[src/rtl/acc_trap_pkg.sv]
package acc_trap_pkg;

    localparam int LVL_W = 2;

    typedef struct packed {
        logic             pre_undef;
        logic             usr_trap;
        logic [LVL_W-1:0] usr_tgt;
        logic             fg_trap;
        logic             mt2_trap;
        logic             mt3_hit;
        logic             mt3_undef;
    } hits_t;

    typedef struct packed {
        logic             allow;
        logic             undef;
        logic             trap;
        logic [LVL_W-1:0] tgt;
    } verdict_t;

endpackage

[src/rtl/acc_trap_checks.sv]
module acc_trap_checks
    import acc_trap_pkg::*;
#(
    parameter bit HALT_L3_FIRST = 1'b1
) (
    input  logic [LVL_W-1:0] priv_lvl,
    input  logic             is_write,
    input  logic             dbg_halted,
    input  logic             sec_dbg_off,
    input  logic             has_lvl2,
    input  logic             has_lvl3,
    input  logic             lvl2_active,
    input  logic             user_en,
    input  logic             tge,
    input  logic             host_ext,
    input  logic             fgt_en_l3,
    input  logic             fgt_rd,
    input  logic             fgt_wr,
    input  logic             mon_trap_l2,
    input  logic             mon_trap_l3,
    output hits_t            hits
);

    logic l2_on;
    logic fg_bit;
    logic fg_gate;
    logic halt_sec;
    logic pre_hit;

    assign l2_on    = has_lvl2 & lvl2_active;
    assign halt_sec = dbg_halted & sec_dbg_off;

    // Build-time choice: whether the halted level-3 condition is checked first
    generate
        if (HALT_L3_FIRST) begin : g_pre_on
            assign pre_hit = halt_sec & has_lvl3 & mon_trap_l3;
        end else begin : g_pre_off
            assign pre_hit = 1'b0;
        end
    endgenerate

    assign fg_bit  = is_write ? fgt_wr : fgt_rd;
    assign fg_gate = l2_on & (~has_lvl3 | fgt_en_l3)
                   & ((priv_lvl != 2'd0) | ~(host_ext & tge));

    always_comb begin
        hits           = '0;
        hits.pre_undef = pre_hit;
        hits.usr_trap  = ~user_en;
        hits.usr_tgt   = (l2_on & tge) ? 2'd2 : 2'd1;
        hits.fg_trap   = fg_gate & fg_bit;
        hits.mt2_trap  = l2_on & mon_trap_l2;
        hits.mt3_hit   = has_lvl3 & mon_trap_l3;
        hits.mt3_undef = halt_sec;
    end

endmodule

[src/rtl/acc_trap_prio.sv]
module acc_trap_prio
    import acc_trap_pkg::*;
(
    input  logic [LVL_W-1:0] priv_lvl,
    input  hits_t            hits,
    output verdict_t         verdict
);

    logic low_lvl;

    assign low_lvl = (priv_lvl == 2'd0) | (priv_lvl == 2'd1);

    always_comb begin
        verdict       = '0;
        verdict.allow = 1'b1;
        if (priv_lvl == 2'd3) begin
            verdict.allow = 1'b1;
        end else if (hits.pre_undef) begin
            verdict.allow = 1'b0;
            verdict.undef = 1'b1;
        end else if ((priv_lvl == 2'd0) && hits.usr_trap) begin
            verdict.allow = 1'b0;
            verdict.trap  = 1'b1;
            verdict.tgt   = hits.usr_tgt;
        end else if (low_lvl && hits.fg_trap) begin
            verdict.allow = 1'b0;
            verdict.trap  = 1'b1;
            verdict.tgt   = 2'd2;
        end else if (low_lvl && hits.mt2_trap) begin
            verdict.allow = 1'b0;
            verdict.trap  = 1'b1;
            verdict.tgt   = 2'd2;
        end else if (hits.mt3_hit) begin
            verdict.allow = 1'b0;
            if (hits.mt3_undef) begin
                verdict.undef = 1'b1;
            end else begin
                verdict.trap = 1'b1;
                verdict.tgt  = 2'd3;
            end
        end
    end

endmodule

[src/rtl/acc_trap_router.sv]
module acc_trap_router
    import acc_trap_pkg::*;
#(
    parameter bit       HALT_L3_FIRST = 1'b1,
    parameter int       SYN_W         = 8,
    parameter bit [7:0] SYN_CODE      = 8'h18
) (
    input  logic             clk,
    input  logic             rst_n,
    input  logic [1:0]       priv_lvl,
    input  logic             is_write,
    input  logic             dbg_halted,
    input  logic             sec_dbg_off,
    input  logic             has_lvl2,
    input  logic             has_lvl3,
    input  logic             lvl2_active,
    input  logic             user_en,
    input  logic             tge,
    input  logic             host_ext,
    input  logic             fgt_en_l3,
    input  logic             fgt_rd,
    input  logic             fgt_wr,
    input  logic             mon_trap_l2,
    input  logic             mon_trap_l3,
    output logic             res_allow,
    output logic             res_undef,
    output logic             res_trap,
    output logic [1:0]       trap_lvl,
    output logic [SYN_W-1:0] syn_class
);

    typedef struct packed {
        verdict_t         vd;
        logic [SYN_W-1:0] syn;
    } out_t;

    localparam out_t OUT_RST = '{vd: '{allow: 1'b1, undef: 1'b0, trap: 1'b0, tgt: '0}, syn: '0};

    hits_t    hits;
    verdict_t verdict;
    out_t     out_d, out_q;

    acc_trap_checks #(.HALT_L3_FIRST(HALT_L3_FIRST)) u_checks (
        .priv_lvl    (priv_lvl),
        .is_write    (is_write),
        .dbg_halted  (dbg_halted),
        .sec_dbg_off (sec_dbg_off),
        .has_lvl2    (has_lvl2),
        .has_lvl3    (has_lvl3),
        .lvl2_active (lvl2_active),
        .user_en     (user_en),
        .tge         (tge),
        .host_ext    (host_ext),
        .fgt_en_l3   (fgt_en_l3),
        .fgt_rd      (fgt_rd),
        .fgt_wr      (fgt_wr),
        .mon_trap_l2 (mon_trap_l2),
        .mon_trap_l3 (mon_trap_l3),
        .hits        (hits)
    );

    acc_trap_prio u_prio (
        .priv_lvl (priv_lvl),
        .hits     (hits),
        .verdict  (verdict)
    );

    always_comb begin
        out_d     = '0;
        out_d.vd  = verdict;
        out_d.syn = verdict.trap ? SYN_W'(SYN_CODE) : '0;
    end

    always_ff @(posedge clk) begin
        if (!rst_n) out_q <= OUT_RST;
        else        out_q <= out_d;
    end

    assign res_allow = out_q.vd.allow;
    assign res_undef = out_q.vd.undef;
    assign res_trap  = out_q.vd.trap;
    assign trap_lvl  = out_q.vd.tgt;
    assign syn_class = out_q.syn;

    // level 3 is never blocked
    a_r1_l3_allow: assert property (@(posedge clk) disable iff (!rst_n)
        (priv_lvl == 2'd3) |=> res_allow);

    // at level 2 only level-3 controls can block
    a_r8_l2_skip: assert property (@(posedge clk) disable iff (!rst_n)
        ((priv_lvl == 2'd2) && !(has_lvl3 && mon_trap_l3)) |=> res_allow);

    // undefined only arises from the halted secure-debug level-3 case
    a_r7_undef_src: assert property (@(posedge clk) disable iff (!rst_n)
        res_undef |-> $past(dbg_halted && sec_dbg_off && has_lvl3 && mon_trap_l3));

    // outcomes mutually exclusive and complete
    a_r9_onehot: assert property (@(posedge clk) disable iff (!rst_n)
        $countones({res_allow, res_undef, res_trap}) == 1);

    // target and syndrome only meaningful on a trap
    a_r9_idle_zero: assert property (@(posedge clk) disable iff (!rst_n)
        !res_trap |-> (trap_lvl == 2'd0 && syn_class == '0));

    // trap carries the syndrome class and a non-zero target
    a_r9_trap_syn: assert property (@(posedge clk) disable iff (!rst_n)
        res_trap |-> (syn_class == SYN_W'(SYN_CODE) && trap_lvl != 2'd0));

endmodule

[config.mk]
export PLATFORM = sky130hd
export DESIGN_NAME = acc_trap_router
export DESIGN_NICKNAME = d
export VERILOG_FILES = /design/src/rtl/acc_trap_pkg.sv /design/src/rtl/acc_trap_checks.sv /design/src/rtl/acc_trap_prio.sv /design/src/rtl/acc_trap_router.sv
export SDC_FILE = /design/constraint.sdc
export NUM_CORES = 1
export LEC_CHECK = 0
export BUFFER_PORTS_ARGS = -buffer_cell sky130_fd_sc_hd__buf_2
export CELL_PAD_IN_SITES_DETAIL_PLACEMENT = 1
export CELL_PAD_IN_SITES_GLOBAL_PLACEMENT = 2
export CORE_MARGIN = 2
export CORE_UTILIZATION = 16
export CTS_CLUSTER_SIZE = 20
export DETAILED_ROUTE_END_ITERATION = 16
export GPL_ROUTABILITY_DRIVEN = 0
export PLACE_DENSITY = 0.75
export SLEW_MARGIN = 20
export SYNTH_ARGS = -nofsm -noshare
export SYNTH_HDL_FRONTEND = slang
export SYNTH_SLANG_ARGS = --single-unit
[constraint.sdc]
create_clock -name clk -period 1.4 [get_ports clk]
set_input_delay 0.28 -clock clk [delete_from_list [all_inputs] [get_ports clk]]
set_output_delay 0.28 -clock clk [all_outputs]
set_load 0.02 [all_outputs]
==> run_results.csv, run 1 <==
group,metric,value,unit
clock_tree,post_cts_resized,0,
drt,drtPass1Iterations,1,
sta,drv_slew,0,
clock_tree,htreeDepth,1,
sta,fin_tns_setup,0,ns
clock_tree,cts_buffers,3,
sta,setup_viol,0,
power,peakVddDrop,0.0003269,V
synthesis,yosys_warnings,0,
drt,ant_nets,0,
synthesis,ys_types,19,
synthesis,ys_seq_elements,5,
final_layout,area_growth,44.27,%
clock_tree,clockBufferDepth,2,
global_routing,gr-usage-all-layers,6.811,%
sta,max_freq,946.1,MHz
setup_path,cp.required,1.51,ns
clock_tree,clock-root-buffer,"clkbuf_4",
drt,viasPerCell,3.643,
setup_path,crit_cells,5,
placed_design,placed_cell_area,429.2,sq um
die,io_pins,31,
synthesis,synth.avg_cell_area,9.892,sq um
setup_path,cp.arrival,1.17,ns
clock_tree,postCtsSetupBuffers,0,
die,die-height,48.48,um
min_path,holdPathStages,3,
die,start_util,16.47,%
synthesis,synth_top_area_share,31.62,%
final_layout,layout_common_cells,"buf_2 (24), conb_1 (6), dfxtp_1 (5), nor2b_1 (3), clkbuf_4 (3)",
power,power_density,905.1,mW/mm^2
clock_tree,clkTransAtPathRegs,0.05,ns
clock_tree,cts_sinks,5,
die,die_w,48.48,um
final_layout,nets,76,
setup_path,critPathKind,"input pin to flop",
global_routing,grt_max_degree,5,
drt,post_drt_wl_per_cell,8.631,um
setup_path,crit_path_cell_trace,"buf_2, mux2i_1, nor4_4, o31ai_2, nor3b_2",
setup_path,crit_slowest_cell,"o31ai_2",
synthesis,synth-seq-area-share,31.62,%
setup_path,critPathMaxFanout,3,
drt,wl,725,um
sta,hold_viol,0,
synthesis,postSynthCellCount,32,
global_routing,first_global_vias,299,
global_routing,grt_pass1_wl,1214,um
job,cap_violations,0,
final_layout,final_common_cell,"buf_2",
setup_path,max_stage_delay,0.34,ns
setup_path,startpoint_type,"input pin",
final_layout,n_antenna_cell,0,
die,row_count,16,
placed_design,io_buffer_count,24,
setup_path,cp-end-kind,"flop",
die,core,0.001922,sq mm
sta,finalCritPeriodShare,75.49,%
synthesis,syn-cell-area,316.6,sq um
sta,rsz0062_at_grt,"no",
setup_path,cp_num_buf_inv,1,
sta,fin_crit,1.057,ns
global_routing,grt-ovfl-total,0,
drt,drc,0,
clock_tree,tritoncts,"done",
status,status,"completed",
min_path,holdCritPathClass,"input pin to flop",
synthesis,synth.area.top_cells,"dfxtp_1 (32%), buf_4 (19%), nor4_4 (6.7%)",
final_layout,drive_above_1_share,54.39,%
final_layout,design_area,456.7,sq um
clock_tree,cts_hold_repair.buffers,0,
placed_design,hpwl,668.4,um
global_routing,antenna_found_initial,0,
setup_path,critPathTopFamily,"compound AO/OA/AOI/OAI gates",
die,dieArea,0.002350,sq mm
power,leakage,0.2404,nW
drt,dr.first_iter.drc_count,0,
drt,vias,306,
synthesis,synth_top_area_cell,"dfxtp_1",
[through the flow]
step	cells	power, mW	util [%]	hold WS [ns]	setup WS (ns)
global placement	80	0.2501	22.33	0.6080	0.09310
detailed placement	80	0.2515	22.33	0.6145	0.06878
global route	84	0.4403	23.76	0.3935	0.2416
floorplan	37	0.2286	-	0.4610	0.2529
CTS	84	0.4219	23.76	0.3495	0.3219
finish	84	0.4133	23.76	0.3498	0.3431
[kinds of logic (layout without fill, tap and decap cells)]
kind of cell           Yosys count  count (layout)  synth area share (%)
AND/OR/NAND/NOR                 13              13                 33.60
multiplexers                     1               1                 3.162
AO/OA/AOI/OAI                    4               4                 11.46
other                            1               6                 1.185
flip-flops                       5               5                 31.62
buffers and inverters            8              28                 18.97
[area by class of cell]
type                    count  area (sq um)
repair buffers             24         120.1
clock buffers               3         22.52
well taps                  27         33.78
clock inverters             1         5.005
fillers                   252          1465
multi-input cells          24         175.2
flip-flops and latches      5         100.1
[flip-flops by register name, indices dropped and copies added, names as in the netlist]
signal	cells
res_allow	1
res_undef	1
syn_class	1
trap_lvl	2
[cells in the mapped netlist]
cell      instances
buf_4             8
dfxtp_1           5
nor2b_1           3
a21boi_0          1
a31oi_1           1
and2_1            1
and3b_1           1
conb_1            1
mux2i_1           1
nand2_1           1
nand3_1           1
nand3b_1          1
nand4b_1          1
nor3b_1           1
nor3b_2           1
nor4_4            1
o211a_1           1
o31ai_2           1
or3_1             1
[path summary, 6_finish.rpt]
| path | from | end | slack (ns) |
|---|---|---|---|
| max | is_write | trap_lvl[1]$_SDFF_PP0_ | 0.34 |
| min | sec_dbg_off | res_undef$_SDFF_PP0_ | 0.35 |
[report_power, final]
part           leakage [nW]  internal, mW  switching [mW]
registers            0.0410         0.150         0.00208
clock network        0.0177         0.103          0.0622
logic                 0.182        0.0385          0.0569
[routing by layer]
metal,vias up,GRT usage (%),wire length (um)
li1,149,-,-
met3,0,4.630,92
met4,0,1.429,0
met2,20,11.81,382
met1,137,6.744,250
met5,-,0,0
(Power assumes the default switching activity.)
==> inputs of run 2 (changes only) <==
- ABC_AREA: unset -> 1
- CORE_UTILIZATION: 16 -> 13
- PLACE_DENSITY: 0.75 -> 0.72
- clock period: 1.4 -> 0.9 ns (I/O delays scaled with it)
==> run_results.csv, run 2 <==
group,metric,value,unit
status,status,"completed",
setup_path,critPathKind,"flop to output port",
sta,layout_setup_ws,0.01060,ns
power,power_density,1269,mW/mm^2
synthesis,synth-edff-count,0,
setup_path,cp.arrival,0.71,ns
final_layout,multiInputGateArea,166.4,sq um
final_layout,seq_area,103.9,sq um
drt,viasPerCell,3.609,
drt,drc,0,
synthesis,synth.avg_cell_area,5.917,sq um
placed_design,placed_cell_area,473.0,sq um
synthesis,synth-seq-area-share,28.67,%
synthesis,synth_top_area_share,28.67,%
synthesis,synth_top_family_by_area,"simple AND/OR/NAND/NOR gates",
global_routing,grt_max_degree,4,
placed_design,io_buffer_count,24,
synthesis,synth-compound-area-share,4.301,%
sta,drv_slew,0,
min_path,hold_start,"rst_n",
setup_path,max_stage_delay,0.35,ns
final_layout,n_antenna_cell,0,
synthesis,ys_seq_elements,5,
sta,max_freq,1124,MHz
final_layout,drive_above_1_share,37.65,%
final_layout,layout_common_cells,"buf_2 (18), nand2_1 (16), inv_1 (10), nor2_1 (10), conb_1 (6)",
drt,dr.first_iter.drc_count,2,
synthesis,synth.area.top_cells,"dfxtp_1 (29%), buf_4 (17%), nand2_1 (17%)",
sta,whs,0.2718,ns
die,row_count,18,
setup_path,startpoint_type,"flop",
synthesis,synth_xor_area_share,0,%
setup_path,cp-end-kind,"output port",
clock_tree,clkTransAtPathRegs,0.04,ns
synthesis,synth.most_common_cell,"nand2_1",
drt,vias,415,
power,leakage,0.3293,nW
job,cap_violations,0,
placed_design,dp_slack,-0.03222,ns
die,die_w,55.82,um
setup_path,crit_path_cell_trace,"buf_6",
die,core,0.002522,sq mm
global_routing,grt-ovfl-total,0,
drt,wl,884,um
final_layout,nets,104,
final_layout,largest_reg_flops,2,
min_path,holdCritPathClass,"input pin to flop",
synthesis,yosys.area_share.adder,0,%
setup_path,cp_num_buf_inv,1,
sta,fin_crit,0.8894,ns
global_routing,antenna_found_initial,0,
final_layout,design_area,529.3,sq um
setup_path,startpoint,"syn_class[3]$_SDFF_PP0_",
die,io_pins,31,
synthesis,postSynthCellCount,59,
power,peakVddDrop,0.0006028,V
final_layout,fill_cells,328,
synthesis,yosys_warnings,0,
synthesis,async_flop_share,0,%
sta,hold_viol,0,
global_routing,gr-usage-all-layers,6.478,%
clock_tree,tritoncts,"done",
clock_tree,htreeDepth,1,
min_path,holdPathStages,4,
clock_tree,cts_buffers,3,
drt,drtPass1Iterations,3,
synthesis,ys_types,12,
placed_design,numPlacedInstances,111,
final_layout,finalNonFillerCells,115,
setup_path,crit_slowest_cell,"dfxtp_4",
final_layout,area_growth,51.61,%
min_path,holdPathEnd,"res_allow$_SDFF_PP1_",
final_layout,final_core_util,20.98,%
power,p_total,0.6715,mW
sta,rsz0062_at_grt,"yes",
setup_path,critPathMaxFanout,3,
sta,finalCritPeriodShare,98.82,%
synthesis,synth.area.mux_share,0,%
setup_path,cp.required,0.72,ns
clock_tree,cts_sinks,5,
global_routing,first_global_vias,417,
synthesis,synthTopCellsByCount,"nand2_1 (16), inv_1 (10), nor2_1 (10), buf_4 (8), dfxtp_1 (5)",
clock_tree,clock-root-buffer,"clkbuf_4",
placed_design,hpwl,802.1,um
clock_tree,cts_hold_repair.buffers,0,
synthesis,synth-simple-area-share,36.92,%
drt,ant_nets,0,
synthesis,synth_flop_cell,"dfxtp_1",
sta,fin_tns_setup,0,ns
global_routing,grt_pass1_wl,1587,um
drt,post_drt_wl_per_cell,7.687,um
sta,setup_viol,0,
final_layout,final_common_cell,"buf_2",
setup_path,critPathTopFamily,"flip-flops",
synthesis,synth_top_area_cell,"dfxtp_1",
die,die-height,55.82,um
die,start_util,13.84,%
synthesis,syn-cell-area,349.1,sq um
clock_tree,clockBufferDepth,2,
die,dieArea,0.003116,sq mm
==> run 2: changes by cell type in the layout (fill, tap and decap cells not counted), sizes merged, moves of 3 or more <==
cell / delta
nand3: +3
inv: +11
nor2b: -3
nor2: +11
nand2: +15
==> run 2: timing repair <==
action                                  in CTS  in global routing
buffers inserted                             0                  0
resized for setup                            5                  6
endpoints found under the setup margin       3                  6
==> run 2: report_power, final <==
group | leakage, nW | switching [mW] | internal (mW)
Clock | 0.0150 | 0.0846 | 0.167
Sequential | 0.0416 | 0.00573 | 0.233
Combinational | 0.273 | 0.105 | 0.0765
Total | 0.329 | 0.195 | 0.477
==> run 2: cell families (layout without fill, tap and decap cells) <==
group	after synthesis	in the layout
flops	5	5
simple gates	31	31
compound gates	3	3
other cells	1	6
buf+inv	19	40
==> run 2: routing by layer <==
layer | part of all wire [%] | track usage (%) | vias up
li1 | - | - | 210
met1 | 39 | 6.704 | 182
met4 | 2.6 | 4.082 | 0
met3 | 9.5 | 2.558 | 4
met5 | 0 | 0 | -
met2 | 49 | 10.88 | 19
==> run 2: worst max-delay path by stage <==
stage	to	slack [ns]	cells past startpoint
6_report	syn_class[4]	0.01	1
5_1_grt	syn_class[3]	-0.02	1
4_1_cts	res_trap	-0.006	1
3_5_place_dp	trap_lvl[1]$_SDFF_PP0_	-0.03	8
3_3_place_gp	trap_lvl[0]$_SDFF_PP0_	-0.01	7
2_1_floorplan	syn_class[3]	0.10	1
==> run 2: cell type report <==
cell class / count / area share, %
Tap cell: 30 / 7.092
Timing Repair Buffer: 25 / 29.08
Clock buffer: 4 / 4.965
Sequential cell: 5 / 19.62
Inverter: 11 / 7.801
Multi-Input combinational cell: 40 / 31.44
